===== config.mk =====
export PLATFORM = sky130hd
export DESIGN_NAME = adc_start_timer
export DESIGN_NICKNAME = d
export VERILOG_FILES = /design/src/rtl/adc_start_pkg.sv /design/src/rtl/trig_edge_det.sv /design/src/rtl/period_counter.sv /design/src/rtl/start_fsm.sv /design/src/rtl/adc_start_timer.sv
export SDC_FILE = /design/constraint.sdc
export NUM_CORES = 1
export LEC_CHECK = 0
export BUFFER_PORTS_ARGS = -buffer_cell sky130_fd_sc_hd__buf_2
export CAP_MARGIN = 20
export CORE_ASPECT_RATIO = 1.4
export CORE_UTILIZATION = 30
export DETAILED_ROUTE_END_ITERATION = 8
export PLACE_DENSITY = 0.54
export SETUP_SLACK_MARGIN = 0.15
export SLEW_MARGIN = 10
export SYNTH_ARGS = -nofsm -noshare
export SYNTH_HDL_FRONTEND = slang
export SYNTH_HIERARCHICAL = 1
export SYNTH_SLANG_ARGS = --single-unit

===== constraint.sdc =====
create_clock -name clk -period 7.3 [get_ports clk]
set_clock_uncertainty 0.05 [all_clocks]
set_input_delay 2.19 -clock clk [delete_from_list [all_inputs] [get_ports clk]]
set_output_delay 2.19 -clock clk [all_outputs]
set_load 0.1 [all_outputs]

===== src/rtl/adc_start_pkg.sv =====
package adc_start_pkg;
    typedef enum logic [1:0] {
        ST_IDLE  = 2'd0,
        ST_ARMED = 2'd1,
        ST_RUN   = 2'd2
    } run_state_t;
endpackage


===== src/rtl/trig_edge_det.sv =====
module trig_edge_det #(
    parameter int SYNC_STAGES = 2
) (
    input  logic clk,
    input  logic rst,
    input  logic pin,
    input  logic fall_sel,
    output logic edge_hit
);
    localparam int TOTAL = SYNC_STAGES + 1;
    logic [TOTAL-1:0] shreg;
    logic             now_lvl;
    logic             prev_lvl;

    always_ff @(posedge clk) begin
        if (rst) shreg <= '0;
        else     shreg <= {shreg[TOTAL-2:0], pin};
    end

    assign now_lvl  = shreg[SYNC_STAGES-1];
    assign prev_lvl = shreg[SYNC_STAGES];

    always_comb begin
        if (fall_sel) edge_hit = prev_lvl & ~now_lvl;
        else          edge_hit = now_lvl & ~prev_lvl;
    end
endmodule


===== src/rtl/period_counter.sv =====
module period_counter #(
    parameter int DIV_W = 32
) (
    input  logic             clk,
    input  logic             rst,
    input  logic             clear,
    input  logic             enable,
    input  logic [DIV_W-1:0] period,
    output logic             expire
);
    logic [DIV_W-1:0] cnt;
    logic [DIV_W-1:0] last;

    assign last   = period - 1'b1;
    assign expire = enable && (period != '0) && (cnt >= last);

    always_ff @(posedge clk) begin
        if (rst || clear)  cnt <= '0;
        else if (expire)   cnt <= '0;
        else if (enable)   cnt <= cnt + 1'b1;
    end
endmodule


===== src/rtl/start_fsm.sv =====
module start_fsm
    import adc_start_pkg::*;
#(
    parameter int DIV_W = 32
) (
    input  logic             clk,
    input  logic             rst,
    input  logic             ctl_wr,
    input  logic             ctl_go,
    input  logic [DIV_W-1:0] rate_div,
    input  logic             trig_en,
    input  logic             edge_hit,
    input  logic             period_done,
    output logic             fire,
    output logic             cnt_clear,
    output run_state_t       state
);
    run_state_t nxt;
    logic       div_zero;

    assign div_zero = (rate_div == '0);

    always_ff @(posedge clk) begin
        if (rst) state <= ST_IDLE;
        else     state <= nxt;
    end

    always_comb begin
        nxt       = state;
        fire      = 1'b0;
        cnt_clear = 1'b0;
        if (ctl_wr) begin
            cnt_clear = 1'b1;
            if (!ctl_go) begin
                nxt = ST_IDLE;
            end else if (div_zero) begin
                nxt  = ST_IDLE;
                fire = 1'b1;
            end else if (trig_en) begin
                nxt = ST_ARMED;
            end else begin
                nxt  = ST_RUN;
                fire = 1'b1;
            end
        end else begin
            unique case (state)
                ST_IDLE: nxt = ST_IDLE;
                ST_ARMED: begin
                    if (edge_hit) begin
                        nxt       = ST_RUN;
                        fire      = 1'b1;
                        cnt_clear = 1'b1;
                    end
                end
                ST_RUN: begin
                    if (period_done) fire = 1'b1;
                end
                default: nxt = ST_IDLE;
            endcase
        end
    end
endmodule


===== src/rtl/adc_start_timer.sv =====
module adc_start_timer
    import adc_start_pkg::*;
#(
    parameter int DIV_W       = 32,
    parameter int SYNC_STAGES = 2
) (
    input  logic             clk,
    input  logic             rst,
    input  logic             ctl_wr,
    input  logic             ctl_go,
    input  logic [DIV_W-1:0] rate_div,
    input  logic             trig_en,
    input  logic             xstart_en,
    input  logic             edge_fall,
    input  logic             trig_in,
    output logic             start_pulse,
    output logic             running,
    output logic             armed
);
    logic       edge_hit;
    logic       period_done;
    logic       fsm_fire;
    logic       cnt_clear;
    run_state_t state;

    trig_edge_det #(.SYNC_STAGES(SYNC_STAGES)) u_edge (
        .clk      (clk),
        .rst      (rst),
        .pin      (trig_in),
        .fall_sel (edge_fall),
        .edge_hit (edge_hit)
    );

    period_counter #(.DIV_W(DIV_W)) u_period (
        .clk     (clk),
        .rst     (rst),
        .clear   (cnt_clear),
        .enable  (state == ST_RUN),
        .period  (rate_div),
        .expire  (period_done)
    );

    start_fsm #(.DIV_W(DIV_W)) u_fsm (
        .clk         (clk),
        .rst         (rst),
        .ctl_wr      (ctl_wr),
        .ctl_go      (ctl_go),
        .rate_div    (rate_div),
        .trig_en     (trig_en),
        .edge_hit    (edge_hit),
        .period_done (period_done),
        .fire        (fsm_fire),
        .cnt_clear   (cnt_clear),
        .state       (state)
    );

    always_ff @(posedge clk) begin
        if (rst) start_pulse <= 1'b0;
        else     start_pulse <= fsm_fire | (xstart_en & edge_hit);
    end

    assign running = (state == ST_RUN);
    assign armed   = (state == ST_ARMED);
endmodule


Word-level counts from Yosys, hierarchy flattened
Index checks and enable logic that the tools add are counted.

word-level totals
  input port bits = 40
  bits in registers = 38
  logic and storage cells = 40

cells by class
  reductions and logical operators = 7
  bitwise logic cells = 6
  magnitude comparators = 1
  add/subtract/negate cells = 2
  multiplexer cells = 16
  equal/unequal tests = 4

operators by type and width
  cell                                                 count
  adder 32 x 1 -> 32 bit, second input constant        1
  >= comparator 32 bit                                 1
  zero test 32 bit                                     1
  nonzero test 32 bit                                  1
  subtractor 32 x 1 -> 32 bit, second input constant   1
  2-to-1 mux 2 bit                                     5
  2-to-1 mux 1 bit                                     9
  one-hot mux 2 bit (2 select lines)                   1
  bitwise AND 1 bit                                    3
  != test 3 x 2 -> 1 bit, second input constant        1
  equality test 2 x 1 -> 1 bit, second input constant  1
  equality test 2 bit, second input constant           1
  logical AND 1 bit                                    2
  != test 2 bit, second input constant                 1
  inverter 1 bit                                       2
  one-hot mux 1 bit (2 select lines)                   1
  AND reduction 2 bit                                  1
  OR reduction 2 bit                                   1
  logical OR 1 bit                                     1
  OR 1 bit                                             1

Depth between registers and ports, before layout
  word-level depth = 8
  mapped depth = 19

Cells and area by module
Netlist, hierarchy kept.

by module, submodules not included
  module           times used  sequential area each (µm²)  cells each  area an instance (µm²)
  period_counter   1           640.6                       319         2690.1
  start_fsm        1           40.0                        32          245.2
  trig_edge_det    1           60.1                        9           101.3
  adc_start_timer  1           20.0                        5           43.8

Least setup slack after synthesis
OpenSTA, ideal clock, no wires.

  path type = input-to-reg
  from = input rate_div[15]
  to = register start_pulse
  arrival = 5499 ps
  setup slack = 1637 ps
  required time = 7136 ps
  setup time = 114 ps
  stages = 17
  cell sequence = or4_4 and3b_2 nand3b_4 or4_4 nor3_2 xnor2_1 ha_1 nand4_1 nor2_1 a221o_1 o311ai_1 nand2_1 a22oi_1 nor3_1 a31o_2 a21oi_1 nor2_1

between the ends
  longest elaborated chain between the ends = 7
  elaborated cells between the ends (all ways) = 12

RTL lines
  what                                                                RTL line                                    source
  start: declaration                                                  adc_start_timer.sv:11                       input logic [DIV_W-1:0] rate_div,
  subtractor 32 x 1 -> 32 bit or nonzero test 32 bit (tied branches)  period_counter.sv:14, period_counter.sv:15
  >= comparator 32 bit or logical AND 1 bit (tied branches)           period_counter.sv:15                        assign expire = enable && (period != '0) && (cnt >= last);
  logical AND 1 bit *                                                 period_counter.sv:15
  named net period_done                                               adc_start_timer.sv:21                       logic period_done;
  2-to-1 mux 1 bit *                                                  start_fsm.sv:56                             if (period_done) fire = 1'b1;
  one-hot mux 1 bit (2 select lines) *                                start_fsm.sv:46                             unique case (state)
  2-to-1 mux 1 bit *                                                  start_fsm.sv:32                             if (ctl_wr) begin
  named net fsm_fire                                                  adc_start_timer.sv:22                       logic fsm_fire;
  OR 1 bit *                                                          adc_start_timer.sv:59                       else start_pulse <= fsm_fire | (xstart_en & edge_hit);
  end signal: assignment                                              adc_start_timer.sv:59
  end: declaration                                                    adc_start_timer.sv:16                       output logic start_pulse,

Mark *: on every way through the listed nets, which the timed path passes. The rest lies on a longest branch.
A chain may end at the register's enable or synchronous reset.

Worst setup path in the final report
Same ends and word-level chain as after synthesis.

==> impl_results.md <==
* Die area at 10700 um^2
* Synth Net Count at 441
* Setup violators final at 0
* Core area at 9950 um^2
* Fin util at 36.7%
* Number of diodes at 0
* FF/Latch Area at 761 um^2
* Drt drc at 0
* Post-Syn Area at 3080 um^2
* Maximum vdd drop at 0.0000721 V
* Largest net degree at the start of global routing at 19
* Number of vias per cell at 5.21
* DR pass1 iterations at 4
* Worst path max stage delay at 0.56 ns
* Post-synth EDFFs at 0
* Worst Hold Depth at 1
* FP Rows at 43
* MaxCap Viol Count at 0
* Seq/Total Area, Yosys at 24.7%
* Adder-Cell Fraction of Synth Area at 14.6%
* HP Class: flip-flop to flip-flop
* HP Start: u_edge/shreg[0]
* Setup repair bufs after CTS at 0
* Hold_buf cts at 0
* Cells after Synth at 365
* R2R setup slack at 4.01 ns
* CTS Root Cell: clkbuf_16
* Register bit count reported by yosys at 38
* CTS tree: done
* Synth Area in Simple Gates at 32.7%
* Startpoint class of the critical path: input port
* Die width at 87.6 um
* Post-detailed-route count of antenna-violating nets at 0
* Vias in the first global route at 2899
* Cts repair resizes at 0
* RSZ-0062 raised after global routing: no
* 1st-iter DRT viols at 116
* Period Utilization, post-route at 79.9%
* Req. time, crit path at 7.43 ns
* Worst path slowest cell: or4_4
* Average size of a mapped cell at 8.44 um^2
* Area Overhead vs Synth at 18.5%
* Setup_tns at 0 ns
* Reg clk slew, reported paths at 0.05 ns
* R2R Path End: u_period/cnt[31]
* Async set or reset register ratio after synthesis at 0%
* Worst-case clock buffer depth at 2
* Antenna violations before repair at 0
* Max-slew violations at 0
* Worst path arrival time at 5.96 ns
* Ys flop type: dfxtp_1
* Via count at 2848
* H-Tree Depth at 2
* Grt ovf at 0
* Initial Util at 30.9%
* WL/cell at 14.9 um
* Die height at 122 um
* Area of the multi-input gates at 2270 um^2
* Min Clock Period, post-route at 5.83 ns
* Register-to-Register Path Depth at 7
* Setup crit end kind: flip-flop
* Largest family of logic cells by synthesized area: simple AND/OR/NAND/NOR gates
* RePlAce Congestion at 0.858
* Status: completed
* Synth warnings at 6
* Post-DP HPWL at 6610 um
* First-pass GRT wire length at 13600 um
* GRT Total Usage at 16.9%
* Clk sinks at 38
* Actual slew at the worst max-slew pin at 0.835 ns
* Filler cell count at 1048
* Fraction of layout cells with a size suffix above 1 at 16.7%
* Final hold violation count at 0
* Worst r2r src: u_fsm/state[1]
* CP max FO at 5
* Synth Area in XOR/XNOR at 16.8%
* Leakage power at 1.40 nW
* Fin nets at 487
* # IOs at 43
* Mux share of post-synthesis cell area at 0.325%
* Yosys cell types at 50
* Total CTS buffers at 5
* Max Clk Rate at 172 MHz
* Hold EP: u_edge/shreg[1]
* Relative max-transition margin at 43.9%
* Port-buffer cells at 42
* Critical-path cell list: buf_2 -> or4_4 -> and3b_2 -> nand3b_4 -> or4_4 -> nor3_2 -> xnor2_1 -> ha_1 -> nand4_1 -> nor2_1 -> a221o_1 -> o311ai_1 -> nand2_1 -> a22oi_1 -> nor3_1 -> a31o_2 -> a21oi_1 -> nor2_1
* Crit Path Category: input port to flip-flop
* Synth Area in Compound Gates at 9.14%
* Tot Pwr at 0.572 mW
* Overall routed net length at 8150 um
* Clk_lat worst skew at 0.29 ns
* PD cells at 157 nW/um^2
-- metal layers --
metal	up-vias	track usage [%]	wire [um]
li1	1416	-	-
met1	1358	19.1	3340
met2	56	29.9	4280
met3	18	2.30	222
met4	0	9.84	303
met5	-	0	0
-- critical path, delay by kind of cell --
kind | cells | cell delay [ns]
and+or+nand+nor | 10 | 2.08
adders and majority gates | 1 | 0.27
buffers and inverters | 1 | 0.13
xor gates and xnor gates | 1 | 0.15
AOI/OAI and AO/OA | 5 | 1.16
-- area by class of cell --
type	instances	area share, %
inverters	8	0.822
clock buffers	6	3.80
multi-input cells	314	62.1
flip-flops and latches	38	20.8
clock inverters	2	1.64
repair buffers	44	6.17
well taps	135	4.63
-- stage by stage --
| step | setup slack, ns | hold slack (ns) | cell area [um^2] | cells |
|---|---|---|---|---|
| finish | 1.47 | 0.396 | 3650 | 547 |
| floorplan | 1.64 | 0.364 | 3080 | 365 |
| CTS | 1.48 | 0.401 | 3650 | 547 |
| detailed placement | 1.19 | 0.388 | 3450 | 539 |
| global route | 1.23 | 0.415 | 3650 | 547 |
| global placement | 1.27 | 0.370 | 3450 | 539 |
-- sequential cells by signal, indices dropped and copies added (netlist names) --
name          flops
u_period/cnt     32
u_edge/shreg      3
u_fsm/state       2
start_pulse       1
-- kinds of logic after synthesis --
group	after synthesis
mux	1
flops	38
fa+ha+maj	36
xor+xnor	59
buf+inv	13
simple gates	179
compound gates	39
-- layout by cell type, fill, tap and decap left out, types with 7 or more instances in the layout --
cell      n
a21oi_1  12
buf_2    42
dfxtp_1  38
ha_1     36
inv_1     8
nand2_1  23
nand3_1  18
nand4_1  18
nor2_1   54
nor2b_1   7
nor3_1   14
nor4_1    9
xnor2_1  28
xor2_1   31
-- cell usage after synthesis (2+ instances only) --
| cell type | n | area share (%) |
|---|---|---|
| o211ai_1 | 2 | 0.49 |
| nand3_1 | 18 | 2.9 |
| or4_1 | 4 | 0.97 |
| clkbuf_1 | 2 | 0.24 |
| o21ai_0 | 3 | 0.49 |
| dfxtp_1 | 38 | 25 |
| nand2b_1 | 3 | 0.61 |
| o32ai_1 | 2 | 0.57 |
| o21a_1 | 2 | 0.49 |
| inv_1 | 8 | 0.97 |
| nand4_1 | 18 | 3.7 |
| nor4_4 | 2 | 1.4 |
| xnor2_1 | 28 | 8.0 |
| a21oi_1 | 12 | 1.9 |
| and4_1 | 5 | 1.4 |
| a21o_1 | 5 | 1.2 |
| nor3_1 | 14 | 2.3 |
| or3_1 | 3 | 0.61 |
| buf_2 | 3 | 0.49 |
| xor2_1 | 31 | 8.8 |
| a221o_1 | 2 | 0.65 |
| nor4_1 | 9 | 1.8 |
| ha_1 | 36 | 15 |
| nand2_1 | 23 | 2.8 |
| nor2b_1 | 7 | 1.4 |
| nor2_1 | 54 | 6.6 |
| nor3_2 | 2 | 0.65 |
| nor4_2 | 3 | 1.2 |
| or4_4 | 3 | 1.1 |
| and3_1 | 3 | 0.61 |
-- how the worst max path moves through the flow --
| stage | endpoint | start | slack, ns |
|---|---|---|---|
| floorplan | start_pulse | rate_div[15] | 1.64 |
| finish | start_pulse | rate_div[15] | 1.47 |
| global placement | start_pulse | rate_div[15] | 1.27 |
| CTS | start_pulse | rate_div[15] | 1.48 |
| global route | start_pulse | rate_div[15] | 1.23 |
| detailed placement | start_pulse | rate_div[15] | 1.19 |
-- where the power goes --
group / internal, mW / total [mW] / leakage, nW / switching [mW]
Combinational: 0.0268 / 0.0697 / 0.995 / 0.0429
Clock: 0.205 / 0.293 / 0.0971 / 0.0876
Sequential: 0.209 / 0.210 / 0.307 / 0.00103
Power figures use the tool's default switching activity.
